$ cat src/rtl/fmm_pkg.sv
package fmm_pkg;

    typedef enum logic [1:0] {
        OP_SMAX = 2'b00,
        OP_SMIN = 2'b01,
        OP_AMAX = 2'b10,
        OP_AMIN = 2'b11
    } fmm_op_e;

    localparam int NUM_FIELDS = 4;

endpackage

$ cat src/rtl/fmm_class.sv
module fmm_class #(
    parameter int EXP_W = 17,
    parameter int SIG_W = 64
) (
    input  logic [EXP_W-1:0] exp_i,
    input  logic [SIG_W-1:0] sig_i,
    output logic             is_nan,
    output logic             is_zero
);
    logic exp_max;
    logic frac_nz;

    always_comb begin
        exp_max = &exp_i;
        frac_nz = |sig_i[SIG_W-2:0];
        is_nan  = exp_max && frac_nz;
        is_zero = !exp_max && (sig_i == '0);
    end
endmodule

$ cat src/rtl/fmm_mag_cmp.sv
module fmm_mag_cmp #(
    parameter int EXP_W = 17,
    parameter int SIG_W = 64
) (
    input  logic [EXP_W-1:0] a_exp,
    input  logic [SIG_W-1:0] a_sig,
    input  logic             a_zero,
    input  logic [EXP_W-1:0] b_exp,
    input  logic [SIG_W-1:0] b_sig,
    input  logic             b_zero,
    output logic             a_gt,
    output logic             a_lt
);
    always_comb begin
        a_gt = 1'b0;
        a_lt = 1'b0;
        if (a_zero && b_zero) begin
            a_gt = 1'b0;
            a_lt = 1'b0;
        end else if (a_zero) begin
            a_lt = 1'b1;
        end else if (b_zero) begin
            a_gt = 1'b1;
        end else if (a_exp != b_exp) begin
            a_gt = a_exp > b_exp;
            a_lt = a_exp < b_exp;
        end else begin
            a_gt = a_sig > b_sig;
            a_lt = a_sig < b_sig;
        end
    end

    always_comb begin
        assert (!(a_gt && a_lt)) else $error("a_r4_order_exclusive");
    end
endmodule

$ cat src/rtl/fmm_select.sv
module fmm_select
    import fmm_pkg::*;
#(
    parameter int EXP_W = 17,
    parameter int SIG_W = 64,
    localparam int OPND_W = 1 + EXP_W + SIG_W
) (
    input  logic              clk,
    input  logic              rst_n,
    input  logic              in_valid,
    input  logic [1:0]        op,
    input  logic [1:0]        sf,
    input  logic [OPND_W-1:0] opnd_a,
    input  logic [OPND_W-1:0] opnd_b,
    output logic              out_valid,
    output logic [OPND_W-1:0] res,
    output logic              invalid,
    output logic [NUM_FIELDS-1:0] inv_field
);
    typedef struct packed {
        logic                  vld;
        logic [OPND_W-1:0]     res;
        logic                  inv;
        logic [NUM_FIELDS-1:0] field;
    } state_t;

    state_t state_d, state_q;

    logic [1:0]       sgn;
    logic [EXP_W-1:0] ex [2];
    logic [SIG_W-1:0] sg [2];
    logic [1:0]       nan;
    logic [1:0]       zro;

    for (genvar k = 0; k < 2; k++) begin : g_opnd
        logic [OPND_W-1:0] word;
        assign word  = (k == 0) ? opnd_a : opnd_b;
        assign sgn[k] = word[OPND_W-1];
        assign ex[k]  = word[SIG_W +: EXP_W];
        assign sg[k]  = word[SIG_W-1:0];
        fmm_class #(.EXP_W(EXP_W), .SIG_W(SIG_W)) i_class (
            .exp_i  (ex[k]),
            .sig_i  (sg[k]),
            .is_nan (nan[k]),
            .is_zero(zro[k])
        );
    end

    logic mag_gt, mag_lt;

    fmm_mag_cmp #(.EXP_W(EXP_W), .SIG_W(SIG_W)) i_mag (
        .a_exp (ex[0]),
        .a_sig (sg[0]),
        .a_zero(zro[0]),
        .b_exp (ex[1]),
        .b_sig (sg[1]),
        .b_zero(zro[1]),
        .a_gt  (mag_gt),
        .a_lt  (mag_lt)
    );

    logic    val_gt, val_lt, take_a, any_nan;
    fmm_op_e op_e;

    always_comb begin
        op_e    = fmm_op_e'(op);
        any_nan = |nan;
        if (zro[0] && zro[1]) begin
            val_gt = 1'b0;
            val_lt = 1'b0;
        end else if (sgn[0] != sgn[1]) begin
            val_gt = !sgn[0];
            val_lt = sgn[0];
        end else if (!sgn[0]) begin
            val_gt = mag_gt;
            val_lt = mag_lt;
        end else begin
            val_gt = mag_lt;
            val_lt = mag_gt;
        end
        unique case (op_e)
            OP_SMAX: take_a = val_gt;
            OP_SMIN: take_a = val_lt;
            OP_AMAX: take_a = mag_gt;
            OP_AMIN: take_a = mag_lt;
            default: take_a = 1'b0;
        endcase
        if (any_nan) take_a = 1'b0;
    end

    always_comb begin
        state_d       = state_q;
        state_d.vld   = in_valid;
        state_d.inv   = 1'b0;
        state_d.field = '0;
        if (in_valid) begin
            state_d.res = take_a ? opnd_a : opnd_b;
            if (any_nan) begin
                state_d.inv   = 1'b1;
                state_d.field = NUM_FIELDS'(1) << sf;
            end
        end
    end

    always_ff @(posedge clk or negedge rst_n) begin
        if (!rst_n) state_q <= '0;
        else        state_q <= state_d;
    end

    assign out_valid = state_q.vld;
    assign res       = state_q.res;
    assign invalid   = state_q.inv;
    assign inv_field = state_q.field;

    a_r5_strobe: assert property (@(posedge clk) disable iff (!rst_n)
        in_valid |=> out_valid);
    a_r8_idle: assert property (@(posedge clk) disable iff (!rst_n)
        !in_valid |=> (!out_valid && !invalid && $stable(res)));
    a_r5_copy: assert property (@(posedge clk) disable iff (!rst_n)
        in_valid |=> (res == $past(opnd_a) || res == $past(opnd_b)));
    a_r3_tie: assert property (@(posedge clk) disable iff (!rst_n)
        (in_valid && opnd_a == opnd_b) |=> res == $past(opnd_b));
    a_r6_nan_second: assert property (@(posedge clk) disable iff (!rst_n)
        invalid |-> res == $past(opnd_b));
    a_r7_field: assert property (@(posedge clk) disable iff (!rst_n)
        invalid ? ($countones(inv_field) == 1) : (inv_field == '0));
endmodule

$ cat config.mk
export PLATFORM = sky130hd
export DESIGN_NAME = fmm_select
export DESIGN_NICKNAME = d
export VERILOG_FILES = /design/src/rtl/fmm_pkg.sv /design/src/rtl/fmm_class.sv /design/src/rtl/fmm_mag_cmp.sv /design/src/rtl/fmm_select.sv
export SDC_FILE = /design/constraint.sdc
export NUM_CORES = 1
export LEC_CHECK = 0
export BUFFER_PORTS_ARGS = -buffer_cell sky130_fd_sc_hd__buf_2
export CORE_MARGIN = 5
export CORE_UTILIZATION = 56
export DETAILED_ROUTE_END_ITERATION = 7
export PLACE_DENSITY = 0.91
export SETUP_SLACK_MARGIN = 0.02
export SYNTH_ARGS = -nofsm -noshare
export SYNTH_HDL_FRONTEND = slang
export SYNTH_HIERARCHICAL = 1
export SYNTH_SLANG_ARGS = --single-unit
export TNS_END_PERCENT = 50
$ cat constraint.sdc
create_clock -name clk -period 1.65 [get_ports clk]
set_input_delay 0.165 -clock clk [delete_from_list [all_inputs] [get_ports clk]]
set_output_delay 0.165 -clock clk [all_outputs]
set_load 0.03 [all_outputs]
==> results of run 1 <==
-- per-stage QoR --
stage / hold WS (ps) / cells / utilization, % / area [um^2] / worst slack [ps]
4_1_cts: 122 / 1545 / 94.4 / 12600 / -1120
2_1_floorplan: -131 / 937 / - / 8160 / -978
3_3_place_gp: 255 / 1487 / 81.4 / 10900 / -1520
3_5_place_dp: 255 / 1487 / 81.4 / 10900 / -1620
-- what timing repair did --
item,CTS
pin swaps,74
hold endpoints to repair,91
gates cloned,8
buffers inserted,31
gates resized for setup,204
hold buffers,3
setup endpoints to repair,87
-- layer usage --
layer  overflow  GRT usage, %
met1         12          87.9
met2       1368           139
met3         20          75.7
met4        461           121
met5          3          38.1
-- cells by family after synthesis --
group	synth area share [%]
DFF	28.7
AOI/OAI and AO/OA	29.0
buffers and inverters	7.93
and+or+nand+nor	21.1
adders and majority gates	13.2
==> run metrics, run 1 <==
status=did not finish; Failed at=global routing (5_1_grt); Error=[ERROR GRT-0232] Routing congestion too high. Check the congestion heatmap in the GUI.; Cell Area, Synth=around 7700 um^2; cell with the most instances after synthesis=nor2_1; ys flop type=dfrtp_1; GR Overflow Total=1,864; Starting Density=a little under three fifths; Clock Sinks=slightly below 90; commonest cells in the netlist=nor2_1, dfrtp_1, inv_1, nor2b_1, o211ai_1; I/O Pins=approximately 260; I/O Buffers=258; Avg Inst Size Synth=8.19 um^2; RePlAce Congestion=roughly 0.94; ys async rst share=100%; CTS Buf Count=9; post-GRT worst EP=res[39]$_DFFE_PN0P_/D; Post-Syn Instances=937; die height=between 100 and 150 um; Netlist cell types=45; top-area cell type share of the netlist area=28.7%; FF+latch count, synth=88; pin count of the biggest net entering global routing=130; sequential area share after synthesis=around 29%; Horiz. Die Dim=127 um; Warnings, synthesis=6; Post-synth EDFFs=0; DP Wirelength=~23 mm; Root Buffer Master=clkbuf_16; Worst EP Category=register data pin; Synth Net Count=1,189; FP Rows=42; GRT Total Usage=103%; leading area contributor after synthesis=dfrtp_1; clock buffer depth=2; most area-consuming cells after synthesis=dfrtp_1, ha_1, o211ai_1; H-tree Lvls=3
==> inputs of run 2 (changes only) <==
--- a/config.mk
+++ b/config.mk
@@ -7,10 +7,9 @@
 export LEC_CHECK = 0
 export BUFFER_PORTS_ARGS = -buffer_cell sky130_fd_sc_hd__buf_2
 export CORE_MARGIN = 5
-export CORE_UTILIZATION = 56
+export CORE_UTILIZATION = 40
 export DETAILED_ROUTE_END_ITERATION = 7
-export PLACE_DENSITY = 0.91
-export SETUP_SLACK_MARGIN = 0.02
+export PLACE_DENSITY_LB_ADDON = 0.15
 export SYNTH_ARGS = -nofsm -noshare
 export SYNTH_HDL_FRONTEND = slang
 export SYNTH_HIERARCHICAL = 1
==> run 2 against run 1 <==
- the flow now finishes, with violations (negative setup slack)
- synthesized cell count did not move
- area after synthesis did not move
==> run metrics, run 2 <==
total power=about 8.7 mW; DRC Markers=0; final worst slack=-1220 ps; sequential area share after synthesis=28.7%; Core Util, Final=65.2%; cell with the most instances after synthesis=nor2_1; FP Rows=50; Netlist cell types=45; MaxCap Viol Count=0; share of post-route cells with drive strength above 1=a little under half; Leak=approximately 5.6 nW; setup violators final=87; Starting Density=40.9%; die height=148 um; ANT nets after route=0; I/O Pins=259; H-tree Lvls=3; drt first pass iters=6; max reg flops=82; worst skew pair latency=between 300 and 400 ps; Horiz. Die Dim=~150 um; WP data required=~1900 ps; crit path from=opnd_b[10]; Post-synth EDFFs=0; drt first-iter violations=568; commonest non-fill, non-tap cell in the layout=buf_2; Avg Inst Size Synth=8.19 um^2; ys flop type=dfrtp_1; FF+latch count, synth=88; fmax=~350 MHz; r2r setup slk=around 920 ps; status=finished, violations left; hold path depth=3; Synth Net Count=about 1,200; Reg2Reg Depth=2; GR Overflow Total=0; Cell Pwr Density=slightly above 700 nW/um^2; Cell Area, Synth=7670 um^2; GRT Total Usage=27.5%; via density per instance=around 5.7; top-area cell type share of the netlist area=28.7%; CP arrival=roughly 3100 ps; ys async rst share=100%; per-cell routed wire length=19.5 um; Warnings, synthesis=6; Worst Setup End Kind=flop; most frequent cells in the layout=buf_2, buf_4, nor2_1, dfrtp_1; Crit Path Max Fanout=36; DP Wirelength=about 22 mm; RePlAce Congestion=between 0.8 and 0.9; pin count of the biggest net entering global routing=122; hold slack=136 ps; core area=about 19,000 um^2; crit path capture=res[19]; most area-consuming cells after synthesis=dfrtp_1, ha_1, o211ai_1; I/O Buffers=around 260; VDD IR max=0.516 mV; actual slew at the worst max-slew pin=585 ps; Rel. slew slack=61.0%; total length of routed wires=31.4 mm; Final nets=1,618; final period utilization=174%; worst setup path class=in2reg; number of global-route vias before repair=9,222; worst reg2reg endpoint=res[19]; Clock Sinks=88; die area=22,100 um^2; CTS Buf Count=9; Root Buffer Master=clkbuf_16; initial antenna violation count=5; CTS tree=done; clock-pin slew on the worst setup and hold paths=70 ps; unrepaired setup endpoints after global routing=true; first-pass GRT wire length=between 40 and 50 mm; via count=9,254; commonest cells in the netlist=nor2_1, dfrtp_1, inv_1, nor2b_1, o211ai_1; Critical R2R Launch=res[19]; leading area contributor after synthesis=dfrtp_1; clock buffer depth=2; Final min period=2870 ps; HP Class=in2reg; max-slew violation count=0; skew final=0 ps; CP startpoint kind=input port; final hold vios=0; Layout area overhead=59.6%; Post-Syn Instances=937; failing checks=negative setup slack
## run 2: cell counts after synthesis
Identical to the previous run, type by type.
## run 2: stage by stage
step / std cells / instance area (um^2) / setup TNS [ps] / worst slack (ps)
after floorplan: 937 / 8160 / -79290 / -978
after global placement: 1570 / 11100 / -130680 / -1580
after detailed placement: 1570 / 11100 / -134650 / -1650
after CTS: 1599 / 11900 / -85980 / -1070
after global routing: 1608 / 12200 / -105070 / -1360
final: 1610 / 12200 / -93810 / -1220
## run 2: area by class of cell
class	instances	area [um^2]
fill	1634	6520
multi-input combinational	694	5690
timing repair buffer	488	3410
sequential	88	2200
inverter	85	362
tap	234	293
clock buffer	13	250
clock inverter	3	17.5
antenna	5	12.5
## run 2: logic make-up (layout without fill, tap and decap cells)
family	count (synthesis)	in the layout	share of synthesized area [%]
compound gates	316	316	29.0
other cells	0	5	0
flops	88	88	28.7
buf+inv	155	589	7.93
fa+ha+maj	81	81	13.2
simple gates	297	297	21.1
## run 2: report_power, final
group	internal [mW]	switching (mW)
clock network	1.06	0.937
registers	2.47	0.194
logic	1.67	2.35
## run 2: what timing repair did
action	4_1_cts	5_1_grt
endpoints found under the setup margin	87	87
gates resized for setup	87	45
pin swaps	63	53
endpoints found under the hold margin	90	0
hold buffers	3	0
gates cloned	2	2
buffers inserted	8	4
## run 2: routing by layer
| metal | share of wire (%) | routed length, um | global-route usage (%) | vias up |
|---|---|---|---|---|
| li1 | - | - | - | 4409 |
| met1 | 42 | 13200 | 35.8 | 4371 |
| met2 | 48 | 15000 | 45.8 | 393 |
| met3 | 6.4 | 2000 | 3.78 | 77 |
| met4 | 3.7 | 1170 | 11.5 | 4 |
| met5 | 0.045 | 14 | 0 | - |
## run 2: worst max-delay path, stage by stage
cell and delay, ps:
buf_2 140, inv_1 50, ha_1 290, nand4_1 130, nor2_1 70, a221o_1 360, nor3_4 270, a2bb2oi_4 240
a21o_1 160, a21oi_2 70, or2_4 270, o221ai_4 270, buf_12 260, a22oi_1 130, a31oi_1 240
## run 2: how the worst min path moves through the flow
stage	startpoint	end	slack (ps)
2_1_floorplan	rst_n	inv_field[0]	-130
3_5_place_dp	rst_n	res[65]	260
3_3_place_gp	rst_n	res[65]	260
4_1_cts	opnd_a[38]	res[38]	120
5_1_grt	opnd_a[18]	res[18]	160
6_report	opnd_a[38]	res[38]	140
(Power assumes the default switching activity.)
